**config.mk**
```make
export PLATFORM = sky130hd
export DESIGN_NAME = fadd_seq
export DESIGN_NICKNAME = d
export VERILOG_FILES = /design/src/rtl/fadd_pkg.sv /design/src/rtl/fadd_agen.sv /design/src/rtl/fadd_adder.sv /design/src/rtl/fadd_seq.sv
export SDC_FILE = /design/constraint.sdc
export NUM_CORES = 1
export LEC_CHECK = 0
export BUFFER_PORTS_ARGS = -buffer_cell sky130_fd_sc_hd__buf_4
export CORE_ASPECT_RATIO = 0.9
export CORE_MARGIN = 1.5
export CORE_UTILIZATION = 45
export CTS_CLUSTER_SIZE = 16
export DETAILED_ROUTE_END_ITERATION = 12
export HOLD_SLACK_MARGIN = 0.06
export MAX_ROUTING_LAYER = met4
export PLACE_DENSITY = 0.77
export SYNTH_ARGS = -nofsm -noshare
export SYNTH_HDL_FRONTEND = slang
export SYNTH_SLANG_ARGS = --single-unit
```
**constraint.sdc**
```tcl
create_clock -name clk -period 3.85 [get_ports clk]
set_clock_uncertainty 0.2 [all_clocks]
set_input_delay 0 -clock clk [delete_from_list [all_inputs] [get_ports clk]]
set_output_delay 0 -clock clk [all_outputs]
set_load 0.01 [all_outputs]
```
**src/rtl/fadd_pkg.sv**
```systemverilog
package fadd_pkg;
    typedef enum logic [2:0] {
        ST_IDLE,
        ST_EA,
        ST_RD,
        ST_SUM,
        ST_WR,
        ST_PC
    } fadd_st_e;
endpackage

```
**src/rtl/fadd_agen.sv**
```systemverilog
module fadd_agen #(
    parameter int DW    = 32,
    parameter int IMM_W = 16
) (
    input  logic [DW-1:0]    base,
    input  logic [IMM_W-1:0] ofs,
    output logic [DW-1:0]    ea
);
    localparam int EXT_W = DW - IMM_W;

    logic [DW-1:0] ofs_ext;

    // sign-extend the offset to the data width
    assign ofs_ext = {{EXT_W{ofs[IMM_W-1]}}, ofs};
    assign ea      = base + ofs_ext;
endmodule

```
**src/rtl/fadd_adder.sv**
```systemverilog
module fadd_adder #(
    parameter int DW = 32
) (
    input  logic [DW-1:0] a,
    input  logic [DW-1:0] b,
    output logic [DW-1:0] y
);
    assign y = a + b;
endmodule

```
**src/rtl/fadd_seq.sv**
```systemverilog
module fadd_seq
    import fadd_pkg::*;
#(
    parameter int DW      = 32,
    parameter int IMM_W   = 16,
    parameter int PC_STEP = 4
) (
    input  logic             clk,
    input  logic             rst_n,
    input  logic             start,
    input  logic [DW-1:0]    base_i,
    input  logic [IMM_W-1:0] imm_i,
    input  logic [DW-1:0]    incr_i,
    input  logic [DW-1:0]    pc_i,
    input  logic             fault_i,
    input  logic [DW-1:0]    mem_rdata_i,
    input  logic             mem_rdy_i,
    output logic [DW-1:0]    mem_addr_o,
    output logic             mem_rd_o,
    output logic             mem_wr_o,
    output logic [DW-1:0]    mem_wdata_o,
    output logic             mem_lock_o,
    output logic             rd_we_o,
    output logic [DW-1:0]    rd_data_o,
    output logic             pc_we_o,
    output logic [DW-1:0]    pc_o,
    output logic             done_o,
    output logic             abort_o,
    output logic             busy_o
);
    localparam logic [DW-1:0] STEP = DW'(PC_STEP);

    typedef struct packed {
        fadd_st_e         st;
        logic [DW-1:0]    base;
        logic [IMM_W-1:0] imm;
        logic [DW-1:0]    incr;
        logic [DW-1:0]    pc;
        logic [DW-1:0]    ea;
        logic [DW-1:0]    old;
        logic [DW-1:0]    sum;
    } fadd_regs_t;

    fadd_regs_t r_d, r_q;

    logic [DW-1:0] ea_w;
    logic [DW-1:0] sum_w;
    logic [DW-1:0] pc_next_w;

    fadd_agen #(.DW(DW), .IMM_W(IMM_W)) u_agen (
        .base (r_q.base),
        .ofs  (r_q.imm),
        .ea   (ea_w)
    );

    fadd_adder #(.DW(DW)) u_sum_add (
        .a (r_q.old),
        .b (r_q.incr),
        .y (sum_w)
    );

    fadd_adder #(.DW(DW)) u_pc_add (
        .a (r_q.pc),
        .b (STEP),
        .y (pc_next_w)
    );

    always_comb begin
        r_d = r_q;
        unique case (r_q.st)
            ST_IDLE: begin
                if (start) begin
                    r_d.st   = ST_EA;
                    r_d.base = base_i;
                    r_d.imm  = imm_i;
                    r_d.incr = incr_i;
                    r_d.pc   = pc_i;
                end
            end
            ST_EA: begin
                r_d.ea = ea_w;
                r_d.st = ST_RD;
            end
            ST_RD: begin
                if (mem_rdy_i) begin
                    r_d.old = mem_rdata_i;
                    r_d.st  = ST_SUM;
                end
            end
            ST_SUM: begin
                if (fault_i) begin
                    r_d.st = ST_IDLE;
                end else begin
                    r_d.sum = sum_w;
                    r_d.st  = ST_WR;
                end
            end
            ST_WR: begin
                if (mem_rdy_i) begin
                    r_d.st = ST_PC;
                end
            end
            ST_PC: begin
                r_d.st = ST_IDLE;
            end
            default: r_d.st = ST_IDLE;
        endcase
    end

    always_ff @(posedge clk or negedge rst_n) begin
        if (!rst_n) begin
            r_q <= '{st: ST_IDLE, imm: '0, default: '0};
        end else begin
            r_q <= r_d;
        end
    end

    assign busy_o      = (r_q.st != ST_IDLE);
    assign mem_addr_o  = r_q.ea;
    assign mem_rd_o    = (r_q.st == ST_RD);
    assign mem_wr_o    = (r_q.st == ST_WR);
    assign mem_wdata_o = r_q.sum;
    assign mem_lock_o  = (r_q.st == ST_RD) || (r_q.st == ST_SUM) || (r_q.st == ST_WR);
    assign rd_we_o     = (r_q.st == ST_WR) && mem_rdy_i;
    assign rd_data_o   = r_q.old;
    assign pc_we_o     = (r_q.st == ST_PC);
    assign pc_o        = pc_next_w;
    assign done_o      = (r_q.st == ST_PC);
    assign abort_o     = (r_q.st == ST_SUM) && fault_i;
endmodule

```
**Word level (Yosys, flattened, before mapping)**

Index checks and enable logic that the tools add are counted.

- Register bits after elaboration: 211
- Word-level logic and storage cells: 35

- Bitwise gates (word level): 1
- Mux-type cells: 5
- Eq/ne operators: 8
- Reductions and logical operators: 10
- $add $sub $neg: 3

Operator list:

| kind | number |
|---|---|
| 115-bit two-way mux | 1 |
| 32-bit adder | 2 |
| 32-bit by 3-bit adder with 32-bit output, second input constant | 1 |
| 3-bit one-hot mux with 5 select lines | 1 |
| 3-bit two-way mux | 3 |
| 3-bit by 2-bit equality test with 1-bit output, second input constant | 2 |
| 3-bit equality test, second input constant | 2 |
| 2-bit inequality test, second input constant | 3 |
| 2-bit AND reduction | 3 |
| 3-bit by 1-bit equality test with 1-bit output, second input constant | 1 |
| 3-bit logical NOT | 1 |
| 3-bit AND reduction | 1 |
| 3-bit nonzero test | 1 |
| 1-bit logical AND | 2 |
| 1-bit logical OR | 2 |
| 1-bit NOT | 1 |

**Logic depth before layout (Yosys ltp)**

- Depth after elaboration: 3
- Mapped depth: 10
- Depth with buffers taken out: 10

**Hierarchy**

From an unflattened synthesis, not the netlist that was laid out.

- Cell total of the unflattened synthesis: 1,286
- Area total of the unflattened synthesis: 14,276.2 µm²

By module, submodules not included:

| module | seq. area each (µm²) | times used | cells each | area each (µm²) |
|---|---|---|---|---|
| fadd_seq | 5,280.1 | 1 | 565 | 9,061.2 |
| fadd_adder (u_sum_add) | 0.0 | 1 | 244 | 1,745.4 |
| fadd_adder (u_pc_add) | 0.0 | 1 | 241 | 1,744.2 |
| fadd_agen | 0.0 | 1 | 236 | 1,725.4 |

**Worst setup path after synthesis**

OpenSTA, ideal clock, no wires.

- Path type: register -> register
- Start: register r_q (netlist bit rd_data_o[0])
- End: register r_q (netlist bit mem_wdata_o[26])
- Library setup time: 126 ps
- Buffers on the path: 0
- Arrival: 2,549 ps
- Slack: 975 ps
- Stages on the path, launching flop included: 11
- Data required time: 3,524 ps
- Cell sequence: dfrtp_1 > ha_1 > fa_1 > a21oi_2 > o211ai_2 > a221oi_2 > o2111a_2 > o21ai_4 > a41oi_4 > o21ai_1 > a221o_1

- Word-level cells in the longest chain between the ends: 1

RTL lines:

| item | line | text |
|---|---|---|
| start, declared | fadd_seq.sv:44 | `fadd_regs_t r_d, r_q;` |
| start signal, assigned | fadd_seq.sv:114 | `r_q <= r_d;` |
| 32-bit adder | fadd_adder.sv:8 | `assign y = a + b;` |

No other way between the ends.
A chain may end at the register's enable or synchronous reset.

**Worst setup path after layout**

- Start: register r_q[160] (netlist bit)
- End: register r_q (netlist bit mem_addr_o[24])

- Word-level cells in the longest chain between the ends: 1

RTL lines:

| item | line | text |
|---|---|---|
| 32-bit adder | fadd_agen.sv:15 | `assign ea = base + ofs_ext;` |

No other way between the ends.

==> reports/results.ini <==
[status]
outcome=complete, no violations

[pwr]
leakage_nw=7.82
p_per_area_mw_per_mm2=957
clockPowerShare_pct=13.1
power_switching_mw=6.97
p_seq_share_pct=26.8
switching_share_pct=43.0
p_int_mw=9.23
p_comb_share_pct=60.1
ir_worst_vdd_mv=0.645

[sta]
hold_viol_final=0
drv_slew=0
setup_viol=0
max_slew_margin_pct=40.1
fmax_ghz=0.311
holdWs_ns=0.0706
tightest_slew_ns=0.899
fin_ws_ns=0.633
period_needed_ns=3.22
final.setup.tns_ns=0
period_share_pct=83.6
rsz0062_at_grt=false

[setup_path]
slowest_stage=fa_1
rr_worst_depth=10
cp.depth=10
cp_max_fo=3
worstPathCellList=ha_1 -> fa_1 -> a211oi_1 -> nor3_1 -> nor3_1 -> a2111oi_0 -> a211o_1 -> a21oi_1 -> xor2_1 -> o21ai_1
crit_type=reg2reg
cp.arrival_ns=3.38
timing.critical_path.mode_cell=nor3_1
slowest_delay_ns=0.45
critPathLaunchType=flop
end_kind=flop
cp.required_ns=4.01
crit_buf_inv=0
critPathTopFamily=compound AO/OA/AOI/OAI gates

[synth]
synth.yosys.seq_area_share_pct=42.6
ys_top_cells_by_count=211 x dfrtp_1, 144 x mux2_2, 125 x nand2_1, 99 x buf_4, 68 x o21ai_0
synthTopCellsByArea=dfrtp_1 43%, mux2_2 13%, ha_1 6.4%
synth_edf_count=0
post-synth-top-count-cell=dfrtp_1
yosys.area.top_type_share_pct=42.6
yosys.cell_types.count=74
syn-num-nets=1405
ys.flop_type=dfrtp_1
ys_ff_latch=211
synth_top_area_cell=dfrtp_1
postSynth.asyncResetShare_pct=100
syn_area_mm2=0.0124
syn_avg_cell_area_um2=10.4
syn_inst=1191
ys_warn_count=0

[placement]
dpl-instance-area_mm2=0.0141
place.gp.congestion=0.936
dp_hpwl_um=23000
numPortBuffers=284
dp_slack_ns=0.681

[finish]
fin_nets=1784
fin_area_mm2=0.0169
seqCellArea_mm2=0.00528
n_fill_cell=2077
multiInputGateArea_mm2=0.00613
drive_gt1_share_pct=31.5
fin_util_pct=62.6
area_delta_synth_final_pct=36.6

[clock_network]
cts_buffers=23
cts.sinks=211
cts_repair_resize_count=0
cts-root-buf=clkbuf_16
cts_tree=built
path_clk_slew_ns=0.06
cts_buffer_depth=3
ctsHtreeMaxLevel=1
post_cts_buffers=0
clkLatencyLatePin_ns=0.51

[run]
maxCapViolations=0

[grt]
antenna_found_initial=6
grt_pass1_wl_um=55100
track_usage_pct=24.9
first_global_vias=10600
grt_max_degree=114
grt_overflow_total=0

[die]
die_area_mm2=0.0286
core_mm2=0.0270
rows=57
die_w_um=178
die_h_um=160
io_pins=285
initial_core_util_pct=45.9

[worst_hold_path]
hold_path.class=in2reg
holdPathStages=5

[detailed_routing]
drtPass1Iterations=5
wl_per_cell_um=18.0
vias=10400
drc=0
detail_route.iter0.violations=514
antenna_left=0
via_per_inst=5.36
wirelength_um=34900

cell families after synthesis:
group,synth area share [%]
AND/OR/NAND/NOR,10.9
AO/OA/AOI/OAI,13.2
flip-flops,42.6
buffers and inverters,8.00
multiplexers,13.3
XOR/XNOR,5.23
adder cells (fa/ha/maj),6.68
path summary, 6_finish.rpt:
path	startpoint	endpoint	slack [ns]
min in group asynchronous	rst_n	r_q[155]$_DFFE_PN0P_	0.39
setup / recovery	r_q[160]$_DFFE_PN0P_	mem_addr_o[24]$_DFFE_PN0P_	0.63
hold reg to reg	mem_addr_o[28]$_DFFE_PN0P_	mem_addr_o[28]$_DFFE_PN0P_	0.28
max in group asynchronous	rst_n	r_q[100]$_DFFE_PN0P_	2.51
hold / removal	start	r_q[159]$_DFFE_PN0P_	0.07
setup reg to reg	r_q[160]$_DFFE_PN0P_	mem_addr_o[24]$_DFFE_PN0P_	0.63
tightest hold or removal path, cell delays in order:
cell and delay [ns]:
buf_4 0.11, inv_1 0.08, nor2_4 0.05, buf_12 0.21, mux2_2 0.29
layout make-up:
| class | count | share of cell area [%] |
|---|---|---|
| Inverter | 17 | 0.377 |
| Clock buffer | 35 | 4.14 |
| Tap cell | 354 | 2.62 |
| Timing Repair Buffer | 497 | 25.3 |
| Clock inverter | 3 | 0.0887 |
| Sequential cell | 211 | 31.2 |
| Multi-Input combinational cell | 820 | 36.2 |
| Antenna cell | 6 | 0.0887 |
routing by layer:
metal / vias to the layer above / wire length, um / track usage, %
li1: 4903 / - / -
met1: 5058 / 14700 / 30.6
met2: 371 / 17100 / 41.9
met3: 76 / 1950 / 3.65
met4: 0 / 1210 / 8.37
met5: - / 0 / -
repair_timing:
action	4_1_cts	5_1_grt
hold buffers	205	0
setup endpoints to repair	0	0
hold endpoints to repair	306	0
power by group through the flow:
stage	registers (mW)	logic (mW)	clock network [mW]
CTS	4.32	9.63	2.17
detailed placement	4.34	9.39	0
global placement	4.29	9.20	0
floorplan	3.97	7.44	0
finish	4.35	9.73	2.12
global route	4.48	10.7	2.25
sequential cells by signal (all words and copies together), names as in the netlist:
register and cells:
mem_addr_o 32, mem_wdata_o 32, r_q 115, rd_data_o 32
layout by cell type, fill, tap and decap left out, drive strengths merged, types with 3 or more instances in the layout:
| master | instances |
|---|---|
| a211o | 4 |
| a211oi | 8 |
| a21o | 28 |
| a21oi | 54 |
| a221o | 5 |
| a31o | 3 |
| a31oi | 3 |
| and2 | 7 |
| and3 | 14 |
| and4 | 3 |
| buf | 293 |
| clkbuf | 35 |
| clkinv | 3 |
| dfrtp | 211 |
| diode | 6 |
| dlygate4sd3 | 204 |
| ha | 63 |
| inv | 17 |
| mux2 | 144 |
| mux2i | 3 |
| nand2 | 128 |
| nand3 | 22 |
| nand4 | 16 |
| nor2 | 57 |
| nor2b | 5 |
| nor3 | 14 |
| o2111a | 5 |
| o2111ai | 3 |
| o211ai | 6 |
| o21a | 7 |
| o21ai | 76 |
| o21ba | 3 |
| o21bai | 13 |
| o31ai | 11 |
| or2 | 3 |
| or3 | 7 |
| xnor2 | 44 |
| xor2 | 30 |
per-stage QoR:
step | cells | power [mW]
after floorplan | 1191 | 11.4
after global placement | 1694 | 13.5
after detailed placement | 1694 | 13.7
after CTS | 1937 | 16.1
after global routing | 1943 | 17.4
final | 1943 | 16.2
No activity file was read; power rests on OpenSTA's default activity.
